File: src/rtl/sar_cal_pkg.sv
package sar_cal_pkg;
  typedef enum logic [1:0] {
    CAL_IDLE   = 2'd0,
    CAL_MEAS   = 2'd1,
    CAL_COMMIT = 2'd2
  } cal_state_t;
endpackage

File: src/rtl/sar_cal_accum.sv
module sar_cal_accum #(
  parameter int ERR_W     = 12,
  parameter int REPS_LOG2 = 6,
  parameter int CODE_W    = 8
) (
  input  logic                     clk,
  input  logic                     rst_n,
  input  logic                     clear,
  input  logic                     take,
  input  logic signed [ERR_W-1:0]  err,
  output logic                     last,
  output logic signed [CODE_W-1:0] avg_code
);
  localparam int ACC_W  = ERR_W + REPS_LOG2;
  localparam int CNT_W  = (REPS_LOG2 > 0) ? REPS_LOG2 : 1;
  localparam int CMAX_I = 2**(CODE_W-1) - 1;
  localparam int CMIN_I = -(2**(CODE_W-1));

  logic signed [ACC_W-1:0] acc_q;
  logic signed [ACC_W-1:0] acc_sum;
  logic [CNT_W-1:0]        cnt_q;

  function automatic logic signed [ACC_W-1:0] widen(input logic signed [ERR_W-1:0] e);
    return ACC_W'(e);
  endfunction

  function automatic logic signed [CODE_W-1:0] shift_and_clamp(input logic signed [ACC_W-1:0] s);
    logic signed [ACC_W-1:0] q;
    q = s >>> REPS_LOG2;
    if (q > $signed(ACC_W'(CMAX_I)))      return CODE_W'(CMAX_I);
    else if (q < $signed(ACC_W'(CMIN_I))) return CODE_W'(CMIN_I);
    else                                  return q[CODE_W-1:0];
  endfunction

  assign acc_sum  = acc_q + widen(err);
  assign last     = take && (cnt_q == CNT_W'((2**REPS_LOG2) - 1));
  assign avg_code = shift_and_clamp(acc_sum);

  always_ff @(posedge clk) begin
    if (!rst_n || clear) begin
      acc_q <= '0;
      cnt_q <= '0;
    end else if (take) begin
      if (last) begin
        acc_q <= '0;
        cnt_q <= '0;
      end else begin
        acc_q <= acc_sum;
        cnt_q <= cnt_q + 1'b1;
      end
    end
  end

  AST_NO_OVERFLOW: assert property (@(posedge clk) disable iff (!rst_n)
    (take && (acc_q[ACC_W-1] == err[ERR_W-1])) |-> (acc_sum[ACC_W-1] == acc_q[ACC_W-1]));
endmodule

File: src/rtl/sar_cal_store.sv
module sar_cal_store #(
  parameter int NUM_MSB = 4,
  parameter int CODE_W  = 8,
  parameter int IDX_W   = 2
) (
  input  logic                        clk,
  input  logic                        rst_n,
  input  logic                        wr_en,
  input  logic [IDX_W-1:0]            wr_idx,
  input  logic signed [CODE_W-1:0]    wr_code,
  input  logic                        commit,
  output logic [NUM_MSB*CODE_W-1:0]   live_flat
);
  logic [NUM_MSB*CODE_W-1:0] shadow_flat;

  for (genvar gi = 0; gi < NUM_MSB; gi++) begin : g_slot
    always_ff @(posedge clk) begin
      if (!rst_n) begin
        shadow_flat[gi*CODE_W +: CODE_W] <= '0;
        live_flat[gi*CODE_W +: CODE_W]   <= '0;
      end else begin
        if (wr_en && (wr_idx == IDX_W'(gi)))
          shadow_flat[gi*CODE_W +: CODE_W] <= wr_code;
        if (commit)
          live_flat[gi*CODE_W +: CODE_W] <= shadow_flat[gi*CODE_W +: CODE_W];
      end
    end
  end

  AST_LIVE_HOLD: assert property (@(posedge clk) disable iff (!rst_n)
    !commit |=> $stable(live_flat));
endmodule

File: src/rtl/sar_cal_gate.sv
module sar_cal_gate #(
  parameter int NUM_MSB = 4,
  parameter int CODE_W  = 8
) (
  input  logic [NUM_MSB-1:0]        bits,
  input  logic [NUM_MSB*CODE_W-1:0] codes,
  output logic [NUM_MSB*CODE_W-1:0] gated
);
  for (genvar gi = 0; gi < NUM_MSB; gi++) begin : g_lane
    assign gated[gi*CODE_W +: CODE_W] = bits[gi] ? codes[gi*CODE_W +: CODE_W] : '0;
  end
endmodule

File: src/rtl/sar_cal_sequencer.sv
module sar_cal_sequencer #(
  parameter int NUM_MSB   = 4,
  parameter int ERR_W     = 12,
  parameter int CODE_W    = 8,
  parameter int REPS_LOG2 = 6,
  localparam int IDX_W    = (NUM_MSB > 1) ? $clog2(NUM_MSB) : 1
) (
  input  logic                      clk,
  input  logic                      rst_n,
  input  logic                      cal_start,
  output logic                      meas_req,
  output logic [IDX_W-1:0]          meas_idx,
  input  logic                      meas_ack,
  input  logic signed [ERR_W-1:0]   meas_err,
  input  logic [NUM_MSB-1:0]        dac_bits,
  output logic [NUM_MSB*CODE_W-1:0] corr_code,
  output logic                      cal_busy,
  output logic                      cal_done
);
  import sar_cal_pkg::*;

  cal_state_t               state_q;
  logic [IDX_W-1:0]         idx_q;
  logic                     done_q;
  logic                     take_w;
  logic                     cap_last_w;
  logic                     start_fire_w;
  logic                     commit_w;
  logic                     final_cap_w;
  logic signed [CODE_W-1:0] avg_w;
  logic [NUM_MSB*CODE_W-1:0] live_w;

  assign take_w       = (state_q == CAL_MEAS) && meas_ack;
  assign start_fire_w = (state_q == CAL_IDLE) && cal_start;
  assign commit_w     = (state_q == CAL_COMMIT);
  assign final_cap_w  = (idx_q == IDX_W'(NUM_MSB - 1));

  always_ff @(posedge clk) begin
    if (!rst_n) begin
      state_q <= CAL_MEAS;
      idx_q   <= '0;
      done_q  <= 1'b0;
    end else begin
      unique case (state_q)
        CAL_IDLE: if (cal_start) begin
          state_q <= CAL_MEAS;
          idx_q   <= '0;
          done_q  <= 1'b0;
        end
        CAL_MEAS: if (cap_last_w) begin
          if (final_cap_w) state_q <= CAL_COMMIT;
          else             idx_q   <= idx_q + 1'b1;
        end
        CAL_COMMIT: begin
          state_q <= CAL_IDLE;
          idx_q   <= '0;
          done_q  <= 1'b1;
        end
        default: state_q <= CAL_IDLE;
      endcase
    end
  end

  sar_cal_accum #(.ERR_W(ERR_W), .REPS_LOG2(REPS_LOG2), .CODE_W(CODE_W)) u_accum (
    .clk(clk), .rst_n(rst_n), .clear(start_fire_w), .take(take_w),
    .err(meas_err), .last(cap_last_w), .avg_code(avg_w)
  );

  sar_cal_store #(.NUM_MSB(NUM_MSB), .CODE_W(CODE_W), .IDX_W(IDX_W)) u_store (
    .clk(clk), .rst_n(rst_n), .wr_en(cap_last_w), .wr_idx(idx_q),
    .wr_code(avg_w), .commit(commit_w), .live_flat(live_w)
  );

  sar_cal_gate #(.NUM_MSB(NUM_MSB), .CODE_W(CODE_W)) u_gate (
    .bits(dac_bits), .codes(live_w), .gated(corr_code)
  );

  assign meas_req = (state_q == CAL_MEAS);
  assign meas_idx = idx_q;
  assign cal_busy = (state_q != CAL_IDLE);
  assign cal_done = done_q;

  AST_REQ_IN_RANGE: assert property (@(posedge clk) disable iff (!rst_n)
    meas_req |-> (meas_idx < IDX_W'(NUM_MSB)));
  AST_IDX_STEP: assert property (@(posedge clk) disable iff (!rst_n)
    (meas_req && $past(meas_req) && (meas_idx != $past(meas_idx)))
      |-> (meas_idx == $past(meas_idx) + 1'b1));
  AST_STALL_HOLD: assert property (@(posedge clk) disable iff (!rst_n)
    (meas_req && !meas_ack) |=> (meas_req && $stable(meas_idx)));
  AST_REQ_ONLY_BUSY: assert property (@(posedge clk) disable iff (!rst_n)
    meas_req |-> cal_busy);
  AST_DONE_NOT_BUSY: assert property (@(posedge clk) disable iff (!rst_n)
    cal_done |-> !cal_busy);
  AST_DONE_AFTER_COMMIT: assert property (@(posedge clk) disable iff (!rst_n)
    $rose(cal_done) |-> $past(commit_w));
  AST_START_IGNORED: assert property (@(posedge clk) disable iff (!rst_n)
    (cal_busy && meas_req) |=> cal_busy);
endmodule

File: config.mk
export PLATFORM = sky130hd
export DESIGN_NAME = sar_cal_sequencer
export DESIGN_NICKNAME = d
export VERILOG_FILES = /design/src/rtl/sar_cal_pkg.sv /design/src/rtl/sar_cal_accum.sv /design/src/rtl/sar_cal_store.sv /design/src/rtl/sar_cal_gate.sv /design/src/rtl/sar_cal_sequencer.sv
export SDC_FILE = /design/constraint.sdc
export NUM_CORES = 1
export LEC_CHECK = 0
export BUFFER_PORTS_ARGS = -buffer_cell sky130_fd_sc_hd__buf_4
export CELL_PAD_IN_SITES_DETAIL_PLACEMENT = 0
export CELL_PAD_IN_SITES_GLOBAL_PLACEMENT = 1
export CORE_ASPECT_RATIO = 0.6
export CORE_MARGIN = 2
export CORE_UTILIZATION = 40
export CTS_CLUSTER_DIAMETER = 150
export DETAILED_ROUTE_END_ITERATION = 6
export PLACE_DENSITY_LB_ADDON = 0.1
export SETUP_SLACK_MARGIN = 0.1
export SYNTH_ARGS = -nofsm -noshare
export SYNTH_HDL_FRONTEND = slang
export SYNTH_HIERARCHICAL = 1
export SYNTH_SLANG_ARGS = --single-unit
File: constraint.sdc
create_clock -name clk -period 2.6 [get_ports clk]
set_input_delay 0.13 -clock clk [delete_from_list [all_inputs] [get_ports clk]]
set_output_delay 0.13 -clock clk [all_outputs]
set_load 0.05 [all_outputs]
# ---- Word-level counts from Yosys, hierarchy flattened
# Cells that the tools add are included.
dict set report word_totals {
  reg_bits 93
  word_cells 63
}
dict set report classes {
  n_addsub 3
  n_lt_le_gt_ge 2
  eq_ne 10
  mux 18
  n_reduce_logical 17
}
# cell n
set ops {}
lappend ops {{2-to-1 mux 8 bit} 6}
lappend ops {{adder 18 x 12 -> 18 bit} 1}
lappend ops {{2-to-1 mux 18 bit} 1}
lappend ops {{> comparator 12 x 8 -> 1 bit, second input constant} 1}
lappend ops {{less-than comparator 12 x 8 -> 1 bit, second input constant} 1}
lappend ops {{2-to-1 mux 2 bit} 6}
lappend ops {{logical AND 1 bit} 7}
lappend ops {{adder 6 x 1 -> 6 bit, second input constant} 1}
lappend ops {{== test 2 bit, second input constant} 3}
lappend ops {{== test 6 bit, second input constant} 1}
lappend ops {{2-to-1 mux 6 bit} 1}
lappend ops {{case mux 2 bit (3 select lines)} 1}
lappend ops {{== test 2 x 1 -> 1 bit, second input constant} 2}
lappend ops {{zero test 2 bit} 2}
lappend ops {{inequality test 2 x 1 -> 1 bit, second input constant} 2}
lappend ops {{inequality test 2 bit, second input constant} 2}
lappend ops {{case mux 2 bit (2 select lines)} 1}
lappend ops {{AND reduction 4 bit} 1}
lappend ops {{nonzero test 2 bit} 2}
lappend ops {{AND reduction 3 bit} 1}
lappend ops {{nonzero test 3 bit} 1}
lappend ops {{adder 2 x 1 -> 2 bit, second input constant} 1}
lappend ops {{case mux 1 bit (2 select lines)} 1}
lappend ops {{AND reduction 2 bit} 1}
lappend ops {{other kinds (3)} 3}

# ---- Logic depth before layout (Yosys ltp)
# Gate-level depths: netlist (run 1).
dict set report logic_depth {
  depth_word 5
  depth_mapped 12
}

# ---- Modules after synthesis
# The synthesis (run 1) kept the hierarchy.
# mod instances cells_per_inst area_each_um2 seq_area_each_um2
set modules_own_cells {}
lappend modules_own_cells {sar_cal_store 1 219 2437.3 1281.2}
lappend modules_own_cells {sar_cal_accum 1 270 2180.8 480.5}
lappend modules_own_cells {sar_cal_sequencer 1 28 244.0 100.1}
lappend modules_own_cells {sar_cal_gate 1 32 200.2 0.0}

# ---- Worst setup path before layout (run 1)
# No wires, ideal clock.
dict set report synth_timing {
  path_kind {register to register}
  startpoint {register u_accum.acc_q[0]}
  endpoint {register u_store.shadow_flat[24]}
  setup_ns 0.126
  arrival_ns 2.416
  required_ns 2.474
  slack_ns 0.058
  path_stages_with_launch 12
  path_buffers 0
  period_less_slack_ns 2.542
  path_cell_list {dfxtp_1 > ha_1 > fa_1 > a21o_1 > a22o_1 > o31ai_2 > a311o_1 > nand2_1 > a21oi_2 > nor3_1 > nand2_1 > mux2i_1}
}
dict set report synth_between {
  elab_chain_cells 4
}
# element line_no
set synth_lines {}
lappend synth_lines {{start, declared} sar_cal_accum.sv:19} ;# logic signed [ACC_W-1:0] acc_q;
lappend synth_lines {{start signal, assigned} sar_cal_accum.sv:48} ;# acc_q <= acc_sum;
lappend synth_lines {{adder 18 x 12 -> 18 bit (*)} sar_cal_accum.sv:35} ;# assign acc_sum = acc_q + widen(err);
lappend synth_lines {{less-than comparator 12 x 8 -> 1 bit} sar_cal_accum.sv:31} ;# else if (q < $signed(ACC_W'(CMIN_I))) return CODE_W'(CMIN_I);
lappend synth_lines {{2-to-1 mux 8 bit} sar_cal_accum.sv:31}
lappend synth_lines {{2-to-1 mux 8 bit (*)} sar_cal_accum.sv:30} ;# if (q > $signed(ACC_W'(CMAX_I))) return CODE_W'(CMAX_I);
lappend synth_lines {{net avg_w[0]} sar_cal_sequencer.sv:30} ;# logic signed [CODE_W-1:0] avg_w;
lappend synth_lines {{end signal, assigned by index} sar_cal_store.sv:23} ;# shadow_flat[gi*CODE_W +: CODE_W] <= wr_code;
lappend synth_lines {{end, declared} sar_cal_store.sv:14} ;# logic [NUM_MSB*CODE_W-1:0] shadow_flat;
# The timed path passes the listed nets; every way through them passes the cells marked *.
# A chain may end at the register's enable or synchronous reset.

# ---- Final worst setup path (run 1)
dict set report layout_timing {
  startpoint {register u_accum.acc_q[14]}
  endpoint {register u_store.shadow_flat[11]}
}
# The elaborated chain is that of the path after synthesis.

==> results of run 1 <==
-- stage by stage --
stage	instances	hold slack, ns
floorplan	549	0.206
global placement	772	0.448
detailed placement	772	0.454
CTS	790	0.106
global route	793	0.185
finish	793	0.114
-- flip-flops by register name (all words and copies together), names as in the netlist --
register,flops
u_accum/cnt_q,6
cal_done,1
u_store/live_flat,32
meas_idx,2
state_q,2
u_accum/acc_q,18
u_store/shadow_flat,32
-- Yosys cell counts (5+ instances only) --
library cell  number
a21o_1             7
a21oi_1           32
and2_1            35
buf_2              6
clkbuf_1           9
dfxtp_1           93
ha_1              19
inv_1              7
mux2i_1           67
nand2_1           57
nand2b_1           9
nand3_1            7
nor2_1            32
nor2b_1           49
nor3_1            17
o21ai_0            7
xnor2_1            5
xor2_1             8
-- area by class of cell --
class	instances	area, µm²	share of cell area, %
Multi-Input combinational cell	423	3270	51.4
Timing Repair Buffer	89	697	11.0
Sequential cell	93	1860	29.3
Clock inverter	6	71.3	1.12
Tap cell	165	206	3.24
Clock buffer	10	229	3.60
Inverter	7	26.3	0.413
-- power by group through the flow --
| stage | Sequential, mW | Clock, mW | Combinational (mW) |
|---|---|---|---|
| 4_1_cts | 1.48 | 1.37 | 0.974 |
| 2_1_floorplan | 1.51 | 0 | 0.641 |
| 5_1_grt | 1.49 | 1.42 | 1.20 |
| 6_report | 1.49 | 1.33 | 1.10 |
| 3_5_place_dp | 1.52 | 0 | 0.929 |
| 3_3_place_gp | 1.51 | 0 | 0.920 |
-- worst max-delay path by stage --
stage	endpoint	depth (start not counted)
2_1_floorplan	u_store/shadow_flat[29]	11
3_3_place_gp	u_store/shadow_flat[26]	11
3_5_place_dp	u_store/shadow_flat[2]	11
4_1_cts	u_store/shadow_flat[26]	11
5_1_grt	u_store/shadow_flat[24]	10
6_report	u_store/shadow_flat[11]	11
-- cells in the final DEF, fill, tap and decap left out, drive strengths merged, types with 3 or more instances in the layout --
cell and count:
nor2b 49, a211oi 5, dfxtp 93, buf 89, clkbuf 10, and3 3, a31oi 3, o22ai 3
o211ai 6, o31ai 3, o21ai 11, nor2 33, nand3 8, a21oi 34, nor3 19, nand3b 3
nand4 3, a21o 7, ha 19, mux2i 67, xor2 9, nand2b 9, nand2 57, inv 8
xnor2 6, and2 36
-- repair_timing --
action / 4_1_cts / 5_1_grt
buffers inserted: 2 / 3
gates resized for setup: 15 / 35
pin swaps: 13 / 16
setup endpoints to repair: 33 / 46
-- kinds of logic after synthesis --
family	share of synthesized area, %
simple gates	25.0
xor+xnor	3.11
buf+inv	4.00
fa+ha+maj	5.09
compound gates	12.8
flops	36.8
mux	13.2
-- layer usage --
metal / vias up / wire length (µm)
met4: 0 / 98
met5: - / 0
met2: 73 / 5140
met1: 1897 / 7170
li1: 2054 / -
met3: 10 / 510
-- worst register-to-register path, cell delays in order (launching register included) --
cell      delay, ns
dfxtp_1        0.31
ha_1           0.38
a211oi_1       0.48
o211ai_1       0.24
o311a_1        0.23
o211ai_4       0.12
nand4_4        0.22
buf_6          0.18
nor3_4         0.11
nor3_2         0.07
nand2_2        0.09
mux2i_1        0.08
==> impl_metrics.py, run 1 <==
metrics = {
    "sta": {
        "fmax_mhz": 380,
        "setup_tns_ns": -0.291,
        "period_needed_ns": 2.63,
        "setup_violations": 19,
        "layout_setup_ws_ns": -0.0303,
        "hold_violations": 0,
        "fin_skew_ns": 0.00648,
        "slew_viol_final": 0,
        "worst_pin_slew_ns": 0.674,
        "slew_headroom_pct": 55.1,
        "fin_crit_sh_pct": 101,
        "rsz0062_at_grt": "true",
    },
    "outcome": {
        "violations": "negative setup slack",
        "status": "complete, but fails checks",
    },
    "layout": {
        "fin_util_pct": 52.1,
        "final_design_area_no_fill_um2": 6360,
        "syn2layout_area_growth_pct": 25.7,
        "nets": 663,
        "fillers": 1129,
        "drive_gt1_share_pct": 26.1,
        "diodes": 0,
    },
    "drt": {
        "final_antenna_net_count": 0,
        "wirelength_um": 12900,
        "firstDrtPassIters": 6,
        "drc": 0,
        "routedWlPerCell_um": 16.3,
        "vias": 4034,
        "routed_via_density": 5.09,
        "drtIter0Drc": 178,
    },
    "worst_setup_path": {
        "arrival_ns": 2.86,
        "required_ns": 2.83,
        "cp_cell_sequence": "ha_1, a211oi_1, o211ai_1, o311a_1, o211ai_4, nand4_4, buf_6, nor3_4, nor3_2, nand2_2, mux2i_1",
        "slowest_delay_ns": 0.48,
        "reg2reg_depth": 11,
        "slowest_stage": "a211oi_1",
        "crit_family": "compound AO/OA/AOI/OAI gates",
        "crit_type": "flip-flop to flip-flop",
        "r2r_setup_slack_ns": -0.03,
        "path_max_fanout": 8,
        "crit_path_end_kind": "flip-flop",
        "r2r-end": "u_store/shadow_flat[11]",
        "reg2reg_from": "u_accum/acc_q[14]",
        "critPathLaunchType": "flip-flop",
        "critPathBufInv": 1,
        "crit_start": "u_accum/acc_q[14]",
    },
    "power_and_ir_drop": {
        "switching_power_mw": 1.22,
        "cellPowerDensity_nw_per_um2": 615,
        "total_power_mw": 3.91,
        "power.internal_mw": 2.70,
        "comb_power_share_pct": 28.1,
        "leakagePower_nw": 2.58,
        "pwr-share-seq_pct": 38.0,
        "p_clk_share_pct": 33.9,
        "irDropWorstVdd_v": 0.000343,
        "p_sw_share_pct": 31.1,
    },
    "min_path": {
        "holdPathEnd": "state_q[0]",
        "min_path_cells": 3,
        "hold_class": "input port to flip-flop",
        "hold_start": "cal_start",
    },
    "synthesis": {
        "synth_top_area_share_pct": 36.8,
        "synth_cells": 549,
        "synth_top_flop_cell": "dfxtp_1",
        "yosysSeqAreaShare_pct": 36.8,
        "yosysWarnings": 6,
        "synth_largest_area_cell": "dfxtp_1",
        "ys_async_sr_fraction_pct": 0,
        "synthTopCellsByArea": "dfxtp_1, mux2i_1, nor2b_1, ha_1, and2_1",
        "synth_edf_count": 0,
        "avgSynthCellArea_um2": 9.22,
        "synthesis.nets": 589,
        "ys_ff_latch": 93,
        "synthesis.area_um2": 5060,
        "yosys.cell_types.count": 67,
    },
    "clocking": {
        "cts_sinks": 93,
        "h-tree-depth": 3,
        "clkLatencyLatePin_ns": 0.34,
        "cts_buffers": 9,
        "hold_buffers": 0,
        "clk_pin_slew_ns": 0.07,
        "cts_tree": "yes",
        "clk_path_buf_depth": 2,
        "cts-root-buf": "clkbuf_16",
    },
    "place": {
        "dpl-instance-area_um2": 5770,
        "port_buffers": 56,
        "hpwl_um": 9190,
        "gp_congestion": 0.851,
        "pre_cts_slack_ns": -0.176,
    },
    "floorplanning": {
        "core_um2": 12200,
        "initial_core_util_pct": 41.4,
        "io_pins": 57,
        "die_area_um2": 13600,
        "num_rows": 31,
        "dieHeight_um": 91.1,
        "die_w_um": 149,
    },
    "grt": {
        "grt-ovfl-total": 0,
        "use_met3_pct": 3.92,
        "busiest_layer": "met1",
        "grt_max_degree": 67,
        "use_met2_pct": 25.8,
        "met1_usage_pct": 30.5,
        "track_usage_pct": 19.2,
        "grt_pass1_wl_um": 20500,
        "antenna_found_initial": 0,
        "grt_pass1_vias": 3896,
    },
    "flow_run": {
        "maxCapViolCount": 0,
    },
}
(Power assumes the default switching activity.)
==> run 2: changes to the inputs <==
--- a/config.mk
+++ b/config.mk
@@ -5,12 +5,13 @@
 export SDC_FILE = /design/constraint.sdc
 export NUM_CORES = 1
 export LEC_CHECK = 0
+export ABC_AREA = 1
 export BUFFER_PORTS_ARGS = -buffer_cell sky130_fd_sc_hd__buf_4
 export CELL_PAD_IN_SITES_DETAIL_PLACEMENT = 0
 export CELL_PAD_IN_SITES_GLOBAL_PLACEMENT = 1
 export CORE_ASPECT_RATIO = 0.6
 export CORE_MARGIN = 2
-export CORE_UTILIZATION = 40
+export CORE_UTILIZATION = 37
 export CTS_CLUSTER_DIAMETER = 150
 export DETAILED_ROUTE_END_ITERATION = 6
 export PLACE_DENSITY_LB_ADDON = 0.1
==> impl_metrics.py, run 2 <==
metrics = {
    "synthesis": {
        "synth_largest_area_cell": "dfxtp_1",
        "avgSynthCellArea_um2": 6.50,
        "synth_edf_count": 0,
        "synth_top_area_share_pct": 37.2,
        "synth_top_flop_cell": "dfxtp_1",
        "yosysWarnings": 6,
        "synthesis.nets": 810,
        "yosysSeqAreaShare_pct": 37.2,
        "synthTopCellsByArea": "dfxtp_1, nand2_1, inv_1, nor2_1, a21oi_1",
        "synthesis.area_um2": 5010,
        "ys_async_sr_fraction_pct": 0,
        "synth.most_common_cell": "nand2_1",
        "synthTopCellsByCount": "nand2_1, inv_1, nor2_1",
        "yosys.cell_types.count": 38,
        "ys_ff_latch": 93,
        "synth_cells": 770,
    },
    "layout": {
        "diodes": 0,
        "drive_gt1_share_pct": 18.9,
        "fillers": 1369,
        "final_design_area_no_fill_um2": 6100,
        "mostFrequentLayoutCells": "nand2_1, inv_1, nor2_1, dfxtp_1, buf_4",
        "nets": 870,
        "final_common_cell": "nand2_1",
        "reg_top3": "u_store/live_flat (32), u_store/shadow_flat (32), u_accum/acc_q (18)",
        "final_cells": 1004,
        "syn2layout_area_growth_pct": 21.7,
    },
    "sta": {
        "period_needed_ns": 2.42,
        "fmax_mhz": 414,
        "worst_pin_slew_ns": 0.858,
        "fin_crit_sh_pct": 92.9,
        "slew_viol_final": 0,
        "fin_skew_ns": 0.00797,
        "setup_violations": 0,
        "rsz0062_at_grt": "true",
        "setup_tns_ns": 0,
        "fin_hold_ws_ns": 0.0927,
        "slew_headroom_pct": 42.7,
        "hold_violations": 0,
    },
    "grt": {
        "grt_pass1_wl_um": 21800,
        "grt-ovfl-total": 0,
        "antenna_found_initial": 0,
        "grt_max_degree": 69,
        "grt_pass1_vias": 4237,
        "track_usage_pct": 19.1,
    },
    "clocking": {
        "clk_path_buf_depth": 2,
        "clkLatencyLatePin_ns": 0.34,
        "cts-root-buf": "clkbuf_16",
        "cts_sinks": 93,
        "clk_pin_slew_ns": 0.07,
        "h-tree-depth": 3,
        "cts_tree": "yes",
        "hold_buffers": 0,
        "cts_buffers": 9,
    },
    "floorplanning": {
        "core_um2": 13000,
        "io_pins": 57,
        "dieHeight_um": 94.1,
        "initial_core_util_pct": 38.5,
        "num_rows": 32,
        "die_area_um2": 14500,
        "die_w_um": 154,
    },
    "outcome": {
        "status": "complete, no violations",
    },
    "power_and_ir_drop": {
        "total_power_mw": 3.58,
        "leakagePower_nw": 3.28,
        "comb_power_share_pct": 24.0,
        "irDropWorstVdd_v": 0.000287,
        "power.internal_mw": 2.40,
        "switching_power_mw": 1.17,
        "p_clk_share_pct": 34.5,
        "p_sw_share_pct": 32.8,
        "pwr-share-seq_pct": 41.5,
        "cellPowerDensity_nw_per_um2": 587,
    },
    "drt": {
        "wirelength_um": 13200,
        "vias": 4690,
        "drc": 0,
        "routed_via_density": 4.67,
        "firstDrtPassIters": 5,
        "final_antenna_net_count": 0,
        "drtIter0Drc": 375,
        "routedWlPerCell_um": 13.2,
    },
    "place": {
        "dpl-instance-area_um2": 5640,
        "gp_congestion": 0.891,
        "hpwl_um": 9780,
        "port_buffers": 56,
        "dp.cells": 983,
    },
    "worst_setup_path": {
        "crit_path_end_kind": "flip-flop",
        "reg2reg_depth": 17,
        "arrival_ns": 2.65,
        "slowest_delay_ns": 0.40,
        "crit_family": "simple AND/OR/NAND/NOR gates",
        "critPathBufInv": 1,
        "cp.depth": 17,
        "cp_cell_sequence": "ha_4, fa_2, nand3_2, nand3_2, nand2_2, nand2_4, nand2_2, nand2_1, nand2_1, nand2_2, nor2_1, nand2_1, nand3_4, nand2_4, buf_4, nor2_1, nor2_1",
        "slowest_stage": "fa_2",
        "crit_type": "flip-flop to flip-flop",
        "required_ns": 2.84,
        "critPathLaunchType": "flip-flop",
        "path_max_fanout": 7,
    },
    "flow_run": {
        "maxCapViolCount": 0,
    },
    "min_path": {
        "min_path_cells": 3,
        "hold_class": "input port to flip-flop",
    },
}
run 2: kinds of logic after synthesis:
| group | after synthesis | share of synthesized area, % |
|---|---|---|
| AO/OA/AOI/OAI | 110 | 11.5 |
| XOR/XNOR | 11 | 1.92 |
| adder cells (fa/ha/maj) | 20 | 5.15 |
| buffers and inverters | 152 | 11.9 |
| flip-flops | 93 | 37.2 |
| AND/OR/NAND/NOR | 384 | 32.3 |
run 2: metal layers:
layer / GRT usage (%) / part of all wire [%] / up-vias
li1: - / - / 2480
met1: 30.5 / 56 / 2083
met2: 25.8 / 37 / 120
met3: 3.74 / 5.5 / 7
met4: 3.89 / 0.73 / 0
met5: 0 / 0 / -
run 2: stage by stage:
stage	utilization, %	setup WS (ns)
after floorplan	-	0.428
after global placement	43.3	0.153
after detailed placement	43.3	0.117
after CTS	45.4	0.0911
after global routing	46.9	0.0280
final	46.9	0.185
run 2: timing repair:
action,CTS,global route
setup endpoints to repair,4,28
gates cloned,0,0
resized for setup,0,43
pin swaps,0,17
setup buffers,0,6
run 2: layout make-up:
cell class                 instances  area [µm²]  area share, %
sequential                        93        1860           30.6
clock buffer                       9         225           3.69
tap                              170         213           3.49
inverter                         125         469           7.70
timing repair buffer              76         583           9.56
multi-input combinational        525        2700           44.2
clock inverter                     6        46.3          0.759
run 2: worst paths after layout:
kind                            from                       to  slack (ns)
min                        cal_start               state_q[0]        0.09
min reg2reg  u_store/shadow_flat[10]    u_store/live_flat[10]        0.45
max                 u_accum/acc_q[0]  u_store/shadow_flat[19]        0.18
max reg2reg         u_accum/acc_q[0]  u_store/shadow_flat[19]        0.18
run 2: power by group through the flow:
stage | clock, mW | sequential, mW | combinational, mW
after global routing | 1.34 | 1.49 | 0.949
after detailed placement | 0 | 1.52 | 0.714
after CTS | 1.28 | 1.48 | 0.718
final | 1.24 | 1.48 | 0.857
after floorplan | 0 | 1.51 | 0.510
after global placement | 0 | 1.51 | 0.713
run 2: worst register-to-register path, delay by kind of cell, from the launching register on:
kind | cells | cell delay (ns)
simple gates | 14 | 1.25
fa+ha+maj | 2 | 0.56
flops | 1 | 0.34
buf+inv | 1 | 0.15
